`src/rtl/rxw_pkg.sv`:
```
// Package rxw_pkg
// Shared widths and the command bundle that the top passes to the countdown.
// Assumes an 8-bit delay register and an 8-bit prescaler (256 cycles per unit).
package rxw_pkg;
    localparam int DELAY_W = 8;
    localparam int PRE_W   = 8;

    typedef struct packed {
        logic arm;     // quiet frame with non-zero delay: load and start
        logic cancel;  // normal frame raised the status bit: go idle
        logic stop;    // software wrote zero to the delay register: go idle
    } tmr_cmd_t;
endpackage

```
`src/rtl/rxw_cfg_regs.sv`:
```
// Module rxw_cfg_regs
// Holds the software delay value and the interrupt enable bit.
// Assumes the write strobes are one-cycle pulses in the clk domain.
module rxw_cfg_regs #(
    parameter int DW = 8
) (
    input  logic          clk,
    input  logic          rst_n,
    input  logic          delay_wr,
    input  logic [DW-1:0] delay_wdata,
    input  logic          ien_wr,
    input  logic          ien_wdata,
    output logic [DW-1:0] delay_q,
    output logic          ien_q
);
    // Delay register: loaded on its write strobe.
    always_ff @(posedge clk) begin
        if (!rst_n)        delay_q <= '0;
        else if (delay_wr) delay_q <= delay_wdata;
    end

    // Interrupt enable: loaded on its write strobe.
    always_ff @(posedge clk) begin
        if (!rst_n)      ien_q <= 1'b0;
        else if (ien_wr) ien_q <= ien_wdata;
    end

    assert_wr_lands_R2: assert property (@(posedge clk) disable iff (!rst_n)
        delay_wr |=> (delay_q == $past(delay_wdata)));
endmodule

```
`src/rtl/rxw_timer.sv`:
```
// Module rxw_timer
// Prescaled countdown: the prescaler wraps every 2**PW cycles and the main
// counter, loaded with load_val-1, drops by one at each wrap. The expire pulse
// marks the cycle in which the main counter is zero and the prescaler wraps.
// Assumes load_val is non-zero whenever cmd.arm is set. Priority is
// stop/cancel, then arm, then expiry.
module rxw_timer
    import rxw_pkg::*;
#(
    parameter int DW = 8,
    parameter int PW = 8
) (
    input  logic          clk,
    input  logic          rst_n,
    input  tmr_cmd_t      cmd,
    input  logic [DW-1:0] load_val,
    output logic          running,
    output logic          expire
);
    localparam logic [PW-1:0] PRE_LAST = {PW{1'b1}};

    logic [PW-1:0] pre_q;
    logic [DW-1:0] main_q;
    logic          wrap;

    // Wrap and expiry detection; arm or stop in the same cycle overrides expiry.
    always_comb begin
        wrap   = running && (pre_q == PRE_LAST);
        expire = wrap && (main_q == '0) && !cmd.stop && !cmd.arm;
    end

    // Countdown state: idle, load, or advance the prescaler and main counter.
    always_ff @(posedge clk) begin
        if (!rst_n) begin
            running <= 1'b0;
            pre_q   <= '0;
            main_q  <= '0;
        end else if (cmd.stop || cmd.cancel) begin
            running <= 1'b0;
            pre_q   <= '0;
            main_q  <= '0;
        end else if (cmd.arm) begin
            running <= 1'b1;
            pre_q   <= '0;
            main_q  <= load_val - 1'b1;
        end else if (wrap && (main_q == '0)) begin
            running <= 1'b0;
            pre_q   <= '0;
            main_q  <= '0;
        end else if (running) begin
            pre_q <= pre_q + 1'b1;
            if (wrap) main_q <= main_q - 1'b1;
        end
    end

    assert_run_needs_delay_R4: assert property (@(posedge clk) disable iff (!rst_n)
        running |-> (load_val != '0));
    assert_stop_goes_idle_R4: assert property (@(posedge clk) disable iff (!rst_n)
        cmd.stop |=> !running);
    assert_cancel_goes_idle_R5: assert property (@(posedge clk) disable iff (!rst_n)
        cmd.cancel |=> !running);
    assert_reload_restarts_R6: assert property (@(posedge clk) disable iff (!rst_n)
        (cmd.arm && !cmd.stop && !cmd.cancel) |=> (running && pre_q == '0));
    assert_idle_prescaler_R3: assert property (@(posedge clk) disable iff (!rst_n)
        !running |-> (pre_q == '0));
    assert_expiry_ends_run_R8: assert property (@(posedge clk) disable iff (!rst_n)
        expire |=> !running);
endmodule

```
`src/rtl/rxw_status.sv`:
```
// Module rxw_status
// Receive status bit with write-one-to-clear, and the gated interrupt output.
// Assumes set and clear are one-cycle requests; a set beats a clear.
module rxw_status (
    input  logic clk,
    input  logic rst_n,
    input  logic set_req,
    input  logic clr_req,
    input  logic ien,
    output logic status_q,
    output logic irq_o
);
    // Status bit update: set has priority over clear.
    always_ff @(posedge clk) begin
        if (!rst_n)       status_q <= 1'b0;
        else if (set_req) status_q <= 1'b1;
        else if (clr_req) status_q <= 1'b0;
    end

    // Interrupt output gating.
    always_comb irq_o = status_q & ien;

    assert_set_lands_R7: assert property (@(posedge clk) disable iff (!rst_n)
        set_req |=> status_q);
    assert_clear_lands_R7: assert property (@(posedge clk) disable iff (!rst_n)
        (clr_req && !set_req) |=> !status_q);
    assert_rise_needs_cause_R3: assert property (@(posedge clk) disable iff (!rst_n)
        $rose(status_q) |-> $past(set_req));
endmodule

```
`src/rtl/rx_irq_coalesce.sv`:
```
// Module rx_irq_coalesce
// Top of the receive interrupt coalescing watchdog. It decodes frame events
// and software writes into timer commands and status requests.
// Assumes frm_done is a one-cycle pulse and frm_quiet is valid with it.
module rx_irq_coalesce
    import rxw_pkg::*;
#(
    parameter int DW = rxw_pkg::DELAY_W,
    parameter int PW = rxw_pkg::PRE_W
) (
    input  logic          clk,
    input  logic          rst_n,
    input  logic          delay_wr,
    input  logic [DW-1:0] delay_wdata,
    output logic [DW-1:0] delay_q,
    input  logic          ien_wr,
    input  logic          ien_wdata,
    input  logic          sts_clr,
    input  logic          frm_done,
    input  logic          frm_quiet,
    output logic          rx_status,
    output logic          irq
);
    logic     ien_q;
    logic     tmr_running;
    logic     tmr_expire;
    logic     frm_normal;
    tmr_cmd_t cmd;

    // Event decode: classify the frame and the software writes.
    always_comb begin
        frm_normal = frm_done && !frm_quiet;
        cmd.cancel = frm_normal;
        cmd.stop   = delay_wr && (delay_wdata == '0);
        cmd.arm    = frm_done && frm_quiet && (delay_q != '0);
    end

    rxw_cfg_regs #(.DW(DW)) u_cfg (
        .clk(clk), .rst_n(rst_n),
        .delay_wr(delay_wr), .delay_wdata(delay_wdata),
        .ien_wr(ien_wr), .ien_wdata(ien_wdata),
        .delay_q(delay_q), .ien_q(ien_q)
    );

    rxw_timer #(.DW(DW), .PW(PW)) u_tmr (
        .clk(clk), .rst_n(rst_n), .cmd(cmd), .load_val(delay_q),
        .running(tmr_running), .expire(tmr_expire)
    );

    rxw_status u_sts (
        .clk(clk), .rst_n(rst_n),
        .set_req(tmr_expire || frm_normal), .clr_req(sts_clr),
        .ien(ien_q), .status_q(rx_status), .irq_o(irq)
    );

    assert_normal_frame_sets_R5: assert property (@(posedge clk) disable iff (!rst_n)
        frm_normal |=> rx_status);
    assert_irq_needs_enable_R9: assert property (@(posedge clk) disable iff (!rst_n)
        !ien_q |-> !irq);
    assert_coincide_idle_R10: assert property (@(posedge clk) disable iff (!rst_n)
        (frm_normal && tmr_running) |=> (rx_status && !tmr_running));
endmodule

```
`config.mk`:
```
export PLATFORM = sky130hd
export DESIGN_NAME = rx_irq_coalesce
export DESIGN_NICKNAME = d
export VERILOG_FILES = /design/src/rtl/rxw_pkg.sv /design/src/rtl/rxw_cfg_regs.sv /design/src/rtl/rxw_timer.sv /design/src/rtl/rxw_status.sv /design/src/rtl/rx_irq_coalesce.sv
export SDC_FILE = /design/constraint.sdc
export NUM_CORES = 1
export LEC_CHECK = 0
export ABC_AREA = 1
export BUFFER_PORTS_ARGS = -buffer_cell sky130_fd_sc_hd__buf_2
export CAP_MARGIN = 20
export CELL_PAD_IN_SITES_DETAIL_PLACEMENT = 0
export CELL_PAD_IN_SITES_GLOBAL_PLACEMENT = 1
export CORE_ASPECT_RATIO = 1.75
export CORE_UTILIZATION = 25
export CTS_BUF_LIST = sky130_fd_sc_hd__clkbuf_4
export CTS_CLUSTER_DIAMETER = 200
export DETAILED_ROUTE_END_ITERATION = 10
export PLACE_DENSITY = 0.57
export SYNTH_ARGS = -nofsm -noshare
export SYNTH_HDL_FRONTEND = slang
export SYNTH_HIERARCHICAL = 1
export SYNTH_SLANG_ARGS = --single-unit
```
`constraint.sdc`:
```
create_clock -name clk -period 3 [get_ports clk]
set_input_delay 0.6 -clock clk [delete_from_list [all_inputs] [get_ports clk]]
set_output_delay 0.6 -clock clk [all_outputs]
set_load 0.1 [all_outputs]
```
Word-level counts from Yosys, hierarchy flattened --
Index checks and enable logic that the tools add are counted.
Cells by class: reduce and logical (&&, ||, !) cells 23, equality and inequality tests 1, add/subtract/negate cells 3, multiplexer cells 8, bitwise operators 2
Operators with widths (number):
- $mux 8 | 4
- $logic_not 8->1 | 2
- $sub 8x1->8 const B | 2
- $add 8x1->8 const B | 1
- $eq 8x8->1 const B | 1
- $logic_and 1x1->1 | 8
- $reduce_bool 8->1 | 1
- $reduce_bool 3->1 | 2
- $mux 1 | 4
- $reduce_bool 2->1 | 2
- $reduce_or 4->1 | 1
- $logic_not 1->1 | 3
- $logic_or 1x1->1 | 2
- $reduce_and 2->1 | 1
- $reduce_or 2->1 | 1
- $and 1x1->1 | 1
- $not 1->1 | 1
Word-level totals: output and inout bits 10, register bits 27

Depth between registers and ports, before layout --
Gate-level depths: netlist of the first run.
depth in word-level cells 7, depth in mapped cells 11, mapped depth without buffers 11

Modules after synthesis --
Netlist of the first run, hierarchy kept.
Modules (own cells, without submodules):
- rxw_timer | times used 1, area each 1174.9 um^2, cells an instance 185
- rxw_cfg_regs | times used 1, area each 381.6 um^2, cells an instance 57
- rx_irq_coalesce | times used 1, area each 81.3 um^2, cells an instance 19
- rxw_status | times used 1, area each 51.3 um^2, cells an instance 8

Least setup slack after synthesis of the first run --
Ideal clock, no wire load.
path type register to output, start point register u_sts.status_q, end point output port irq, required time 2.400 ns, stages on the path, launching flop included 3, setup slack 0.729 ns, data arrival time 1.671 ns, cells stage by stage dfxtp_1 nand2_1 inv_1
Between the ends: cells in the longest elaborated chain, start to end 1
RTL lines:
- start, declared | RTL line rxw_status.sv:10 | output logic status_q,
- start signal, assigned | RTL line rxw_status.sv:15 | if (!rst_n) status_q <= 1'b0;
- start signal, assigned | RTL line rxw_status.sv:16 | else if (set_req) status_q <= 1'b1;
- start signal, assigned | RTL line rxw_status.sv:17 | else if (clr_req) status_q <= 1'b0;
- $and 1x1->1 | RTL line rxw_status.sv:21 | always_comb irq_o = status_q & ien;
- end, declared | RTL line rx_irq_coalesce.sv:22 | output logic irq
Every way passes these cells.

==> run metrics, run 1 <==
first-pass GRT wire length 6980 um; CP max FO 11; # rows 39; worst setup path class reg2reg; Synth area leaders dfxtp_1 (32%), nand2_1 (15%), nor2_1 (11%); post-synth top area share 0.320; Final #Nets 314; # diodes 0; CTS tree done; synthesized area between 0.0015 and 0.002 sq mm; ys async rst share 0; worst-skew pair later-pin latency 350 ps; post-CTS sizing 0; Layout area overhead 12.1%; fin crit period 1970 ps; slew of the pin with the lowest slew margin 775 ps; most frequent cell after synthesis nand2_1; outcome finished, final reports clean; leading area contributor after synthesis dfxtp_1; Post-CTS Hold Buffers 0; Syn Nets approximately 290; RePlAce Congestion 0.710; layout cells sized above 1 0.147; WHS 469 ps; final setup violating endpoints 0; DRT iter0 DRCs 31; Reg clk slew, reported paths roughly 180 ps; antenna viol nets, final 0; Starting Density 0.258; Ys Warns 6; number of max-cap violations 0; fin crit share 0.656; EDFF count, synth 0; initial antenna violation count 0; Port Buffers 25; Worst slew margin 0.482; Power Density 435 mW/mm^2; hold depth 3; Core Region 0.00654 sq mm; DIE AREA ~0.007 sq mm; TritonCTS buffer count 3; total track usage 0.124; WP data arrival ~2300 ps; f_max ~500 MHz; grt total ovfl 0; FF-to-FF path depth 9; DP Cell Count 371; Setup crit end kind flip-flop; Setup Fix Bufs, Post-CTS 0; Final Slew Violations 0; RSZ-0062 raised after global routing no; DP Worst Slack 893 ps; io pins 26; worst hold path type in2reg; CTS H-tree depth 1; Vias 1,586; Die H 111 um; multi-input logic area ~910 sq um; Die W 64.1 um; commonest cells in the netlist nand2_1 (68), nor2_1 (50), inv_1 (48); ys flop type dfxtp_1; DR pass1 iterations 4; synthesized area per cell 6.28 sq um; CP startpoint kind flip-flop; WL per Instance 10.6 um; Filler cells 788; drt drc 0; clk sinks 27; Worst EP required 3300 ps; synth unique cells 27; Vias/cell 4.23; number of global-route vias before repair 1,616; P_leak 0.991 nW; WL final 3980 um; detailed placement HPWL 3150 um; final hold vios 0; clock tree buffer depth 2; largest net degree at the start of global routing 18; maximum VDD drop 172 uV; Fin Setup TNS 0 ps; Non-Filler Instances 375; Seq cells post-synth 27; clk_skew around 14 ps; Worst Setup Slack, final ~1000 ps; sequential area share after synthesis 0.320; Post-Route Utilization 0.290; register area 541 sq um; cells after synthesis 269; clock root buffer clkbuf_4
-- registers in the layout (all words and copies together), names as in the netlist --
register        cells
u_cfg/delay_q       8
u_tmr/main_q        8
u_tmr/pre_q         8
u_cfg/ien_q         1
u_sts/status_q      1
u_tmr/running       1
-- through the flow --
step	cell area, sq um	total power [W]
global placement	1860	0.000654
global route	1890	0.000888
CTS	1890	0.000840
floorplan	1690	0.000604
finish	1890	0.000823
detailed placement	1860	0.000654
-- where the power goes --
part	leakage (nW)	internal (W)	total, W	switching [W]
Sequential	0.221	0.000377	0.000399	0.0000220
Combinational	0.756	0.0000737	0.000244	0.000170
Clock	0.0139	0.0000510	0.000180	0.000129
Total	0.991	0.000502	0.000823	0.000322
-- logic make-up after synthesis --
kind of cell	share of synthesized area
adder cells (fa/ha/maj)	0.0296
XOR/XNOR	0.0467
buffers and inverters	0.144
flip-flops	0.320
AO/OA/AOI/OAI	0.0770
AND/OR/NAND/NOR	0.383
-- final timing paths --
check	from	endpoint	slack, ps
max	u_cfg/delay_q[5]	u_tmr/main_q[1]	1030
min	ien_wr	u_cfg/ien_q	470
max reg2reg	u_cfg/delay_q[5]	u_tmr/main_q[1]	1030
min reg2reg	u_cfg/ien_q	u_cfg/ien_q	500
-- cells in the final DEF (no fill, tap or decap), types with 4 or more instances in the layout --
master   count
a21oi_1      9
nand2_1     68
ha_1         4
o21ai_0     12
buf_2       25
xnor2_1      6
nor2_1      50
inv_1       48
nand3_1     17
dfxtp_1     27
-- worst max-delay path, cell delays in order, from the launching register on --
cell	delay, ps
dfxtp_1	490
nor2_1	80
nand2_1	80
nor2_1	60
nor2_1	590
inv_1	110
or2_2	300
nand2_1	70
inv_1	30
a21oi_1	120
-- per-layer routing --
metal | share of wire | wire (um) | vias up | GRT usage
met3 | 0.021 | 85 | 4 | 0.0144
met5 | 0 | 0 | - | 0
met2 | 0.57 | 2280 | 27 | 0.248
met1 | 0.39 | 1560 | 701 | 0.125
li1 | - | - | 854 | -
met4 | 0.015 | 59 | 0 | 0.0444
-- final cells by class --
type / count / area share
well taps: 82 / 0.0542
repair buffers: 25 / 0.0661
multi-input cells: 188 / 0.479
flip-flops and latches: 27 / 0.286
clock inverters: 1 / 0.00397
clock buffers: 3 / 0.0119
inverters: 49 / 0.0998
Note: power is estimated with default switching activity, not from simulation.
==> inputs of run 2 (changes only) <==
clock period = 2 ns   (was 3 ns; I/O delays follow)
==> run metrics, run 2 (synthesis gave the netlist of run 1 again) <==
outcome finished, final reports clean; worst setup path class reg2out; Clock power frac 0.216; clock root buffer clkbuf_4; detailed placement HPWL 3130 um; cell family with most CP delay buffers and inverters; number of max-cap violations 0; Post-CTS Hold Buffers 0; Flop pwr share 0.484; Setup crit end kind output pin; Reg clk slew, reported paths between 150 and 200 ps; layout cells sized above 1 0.186; Power Density around 640 mW/mm^2; worst-skew pair later-pin latency between 300 and 400 ps; worst r2r src u_cfg/delay_q[5]; fin crit period between 1500 and 2000 ps; CTS tree done; Vias/cell 4.15; # rows 39; most frequent cells in the layout nand2_1 (68), nor2_1 (50), inv_1 (48); DIE AREA ~0.0071 sq mm; total track usage 0.118; final hold vios 0; antenna viol nets, final 0; final setup violating endpoints 0; Final #Nets 317; most common cell after layout, fill and taps aside nand2_1; critical path cell sequence buf_2; CP startpoint kind flip-flop; met2 Use GR 0.228; Worst slew margin 0.676; Critical Path Start u_cfg/delay_q[2]; Layout area overhead 14.2%; clk sinks 27; DRT iter0 DRCs 71; worst min-delay path startpoint sts_clr; grt total ovfl 0; WL final ~3900 um; largest net degree at the start of global routing 17; worst hold path type in2reg; CP max FO 7; RSZ-0062 raised after global routing no; first-pass GRT wire length about 6400 um; TritonCTS buffer count 3; slew of the pin with the lowest slew margin between 400 and 500 ps; Die H 111 um; fin crit share 0.814; met3 usage in global routing 0.0154; f_max between 600 and 700 MHz; met1 GRT Util 0.119; RePlAce Congestion 0.702; biggest regs u_cfg/delay_q x8, u_tmr/main_q x8, u_tmr/pre_q x8; Setup Fix Bufs, Post-CTS 0; io pins 26; WP buf/inv 1; WL per Instance 10.2 um; Starting Density 0.258; clock tree buffer depth 2; clk_skew roughly 4.0 ps; maximum VDD drop about 280 uV; Switching Power 0.000479 W; CTS H-tree depth 1; internal power around 0.00076 W; Core Region about 0.0065 sq mm; Vias around 1,600; Worst path slowest cell buf_2; number of global-route vias before repair 1,446; CP peak stage delay ~450 ps; Die W about 64 um; Final Slew Violations 0; post-CTS sizing 0; WP data arrival around 1200 ps; drt drc 0; Worst EP required between 1500 and 2000 ps; Port Buffers 25; DR pass1 iterations 4; initial antenna violation count 0; DP Worst Slack 332 ps; Worst Setup Slack, final 373 ps; Combinational Power Share 0.300; Most Crowded Layer GR met2; P_leak 1.01 nW; sw frac 0.387; Fin Setup TNS 0 ps
[run 2: cell count changes in the layout (fill, tap and decap cells not counted), sizes merged]
cell   delta
buf       +3
diode     +1
[run 2: final timing paths]
path	to	slack [ps]	cells past startpoint
max	delay_q[2]	370	1
max reg2reg	u_sts/status_q	400	9
min reg2reg	u_sts/status_q	490	2
min	u_sts/status_q	260	4
[run 2: power by group through the flow]
stage	Sequential, W	Clock (W)	Combinational [W]
floorplan	0.000692	0	0.000217
global placement	0.000612	0	0.000381
detailed placement	0.000611	0	0.000378
CTS	0.000600	0.000297	0.000379
global route	0.000606	0.000315	0.000417
finish	0.000600	0.000268	0.000372
[run 2: layout make-up]
class | count | area (sq um)
Fill cell | 797 | 4610
Multi-Input combinational cell | 188 | 906
Sequential cell | 27 | 552
Inverter | 49 | 189
Timing Repair Buffer | 28 | 148
Tap cell | 82 | 103
Clock buffer | 3 | 22.5
Clock inverter | 1 | 7.51
Antenna cell | 1 | 2.50
[run 2: metal layers]
metal,part of all wire,up-vias
met4,0.020,0
met1,0.39,675
met3,0.021,4
met5,0,-
met2,0.57,28
li1,-,865
[run 2: worst reg2reg max path: cells and delay by family, from the launching register on]
| family | cells | cell delay (ps) |
|---|---|---|
| DFF | 1 | 410 |
| and+or+nand+nor | 6 | 770 |
| buffers and inverters | 2 | 300 |
| AOI/OAI and AO/OA | 1 | 50 |
[run 2: stage by stage]
step,total power [W],hold WS [ps],instances,area [sq um],util
2_1_floorplan,0.000909,451,269,1700,-
3_3_place_gp,0.000993,464,374,1900,0.290
3_5_place_dp,0.000989,473,374,1900,0.290
4_1_cts,0.00128,238,378,1930,0.295
5_1_grt,0.00134,241,378,1930,0.295
6_report,0.00124,265,379,1930,0.295
==> inputs of run 3 (changes only) <==
clock period = 1.7 ns   (was 2 ns; I/O delays follow)
==> run metrics, run 3 (synthesis gave the netlist of run 1 again) <==
outcome finished, final reports clean; drt drc 0; Post-DP Area 0.00195 sq mm; Combinational Power Share 0.313; clk_skew 10.5 ps; Switching Power 0.000563 W; RePlAce Congestion 0.724; clk sinks 27; CP startpoint kind flip-flop; # rows 39; number of global-route vias before repair between 1,000 and 1,500; Port Buffers 25; antenna viol nets, final 0; Core Region 0.00654 sq mm; internal power 0.000902 W; final setup violating endpoints 0; reg2reg setup slack 200 ps; layout cells sized above 1 0.206; Vias/cell 4.13; DIE AREA between 0.007 and 0.008 sq mm; grt total ovfl 0; CTS H-tree depth 1; P_leak 1.04 nW; most frequent cells in the layout nand2_1 (68), inv_1 (48), nor2_1 (48); # diodes 0; RSZ-0062 raised after global routing no; f_max 643 MHz; clock tree buffer depth 2; worst r2r src u_tmr/main_q[1]; Final Cell Area between 0.0015 and 0.002 sq mm; slew of the pin with the lowest slew margin 491 ps; final hold vios 0; Post-CTS Hold Buffers 0; Filler cells 771; Layout area overhead 17.6%; worst-skew pair later-pin latency 350 ps; critical path depth 3; Starting Density 0.258; CP peak stage delay roughly 400 ps; critical path cell sequence nand2_1 -> inv_1 -> buf_2; biggest regs u_cfg/delay_q x8, u_tmr/main_q x8, u_tmr/pre_q x8; worst min-delay path startpoint sts_clr; Worst EP required 1360 ps; cell family with most CP delay buffers and inverters; io pins 26; fin crit period between 1500 and 2000 ps; number of max-cap violations 0; Final #Nets about 320; DR pass1 iterations 4; most common cell after layout, fill and taps aside nand2_1; Power Density 738 mW/mm^2; worst hold endpoint u_sts/status_q; Worst slew margin 0.675; R2R Path End u_sts/status_q; Reg clk slew, reported paths 160 ps; post-CTS sizing 0; Setup crit end kind output pin; total track usage 0.122; Die W 64.1 um; hold depth 4; sw frac 0.384; detailed placement HPWL roughly 3100 um; largest net degree at the start of global routing 17; FF-to-FF path depth 9; CP max FO 3; Setup Fix Bufs, Post-CTS 0; Die H approximately 110 um; WL per Instance just over 10 um; Clock power frac 0.212; worst setup path class reg2out; Worst path slowest cell buf_2; fin crit share 0.915; TritonCTS buffer count 3; WP buf/inv 2; Flop pwr share 0.475; CTS tree done; Fin Setup TNS 0 ps; Final Slew Violations 0; DRT iter0 DRCs 48; worst hold path type in2reg; clock root buffer clkbuf_4; initial antenna violation count 0; WP data arrival between 1000 and 1500 ps; DP Worst Slack 129 ps; WL final between 3000 and 4000 um; WHS 199 ps; maximum VDD drop 319 uV; first-pass GRT wire length 6670 um; Vias 1,580; Worst Setup Slack, final approximately 140 ps
[run 3: changes by cell type in the layout (fill, tap and decap cells not counted), sizes merged]
cell      before  now
buf           28   33
clkinvlp       1    0
diode          1    0
inv           48   49
[run 3: cell type report]
cell class / count / area, sq um / area share
Clock inverter: 1 / 6.26 / 0.00315
Clock buffer: 3 / 22.5 / 0.0113
Inverter: 49 / 189 / 0.0951
Multi-Input combinational cell: 188 / 911 / 0.459
Timing Repair Buffer: 33 / 185 / 0.0933
Tap cell: 82 / 103 / 0.0517
Sequential cell: 27 / 569 / 0.287
[run 3: power groups by stage]
stage	Sequential (W)	Clock (W)	Combinational [W]
3_5_place_dp	0.000712	0	0.000458
3_3_place_gp	0.000710	0	0.000464
5_1_grt	0.000705	0.000378	0.000515
4_1_cts	0.000698	0.000340	0.000461
6_report	0.000696	0.000310	0.000459
2_1_floorplan	0.000810	0	0.000255
[run 3: per-layer routing]
| metal | global-route usage | vias to the layer above | wire, um |
|---|---|---|---|
| li1 | - | 870 | - |
| met1 | 0.130 | 682 | 1560 |
| met2 | 0.228 | 23 | 2180 |
| met3 | 0.0154 | 5 | 83 |
| met4 | 0.0622 | 0 | 93 |
| met5 | 0 | - | 0 |
[run 3: how the worst max path moves through the flow]
stage / from / slack (ps) / to
finish: u_sts/status_q / 140 / irq
CTS: u_cfg/delay_q[7] / 80 / u_tmr/main_q[1]
floorplan: u_cfg/delay_q[0] / -80 / u_tmr/main_q[1]
detailed placement: u_cfg/delay_q[7] / 130 / u_tmr/main_q[1]
global route: u_cfg/ien_q / 30 / irq
global placement: u_tmr/main_q[1] / 160 / u_tmr/main_q[6]
[run 3: worst reg2reg max path: cells and delay by family, from the launching register on]
family	cells	cell delay, ps
adders and majority gates	1	170
buffers and inverters	2	150
AOI/OAI and AO/OA	1	110
and+or+nand+nor	5	660
DFF	1	350
[run 3: stage by stage]
step	total power (W)	utilization	cells
6_report	0.00147	0.304	383
3_5_place_dp	0.00117	0.299	379
3_3_place_gp	0.00117	0.299	379
4_1_cts	0.00150	0.303	383
5_1_grt	0.00160	0.304	383
2_1_floorplan	0.00106	-	269
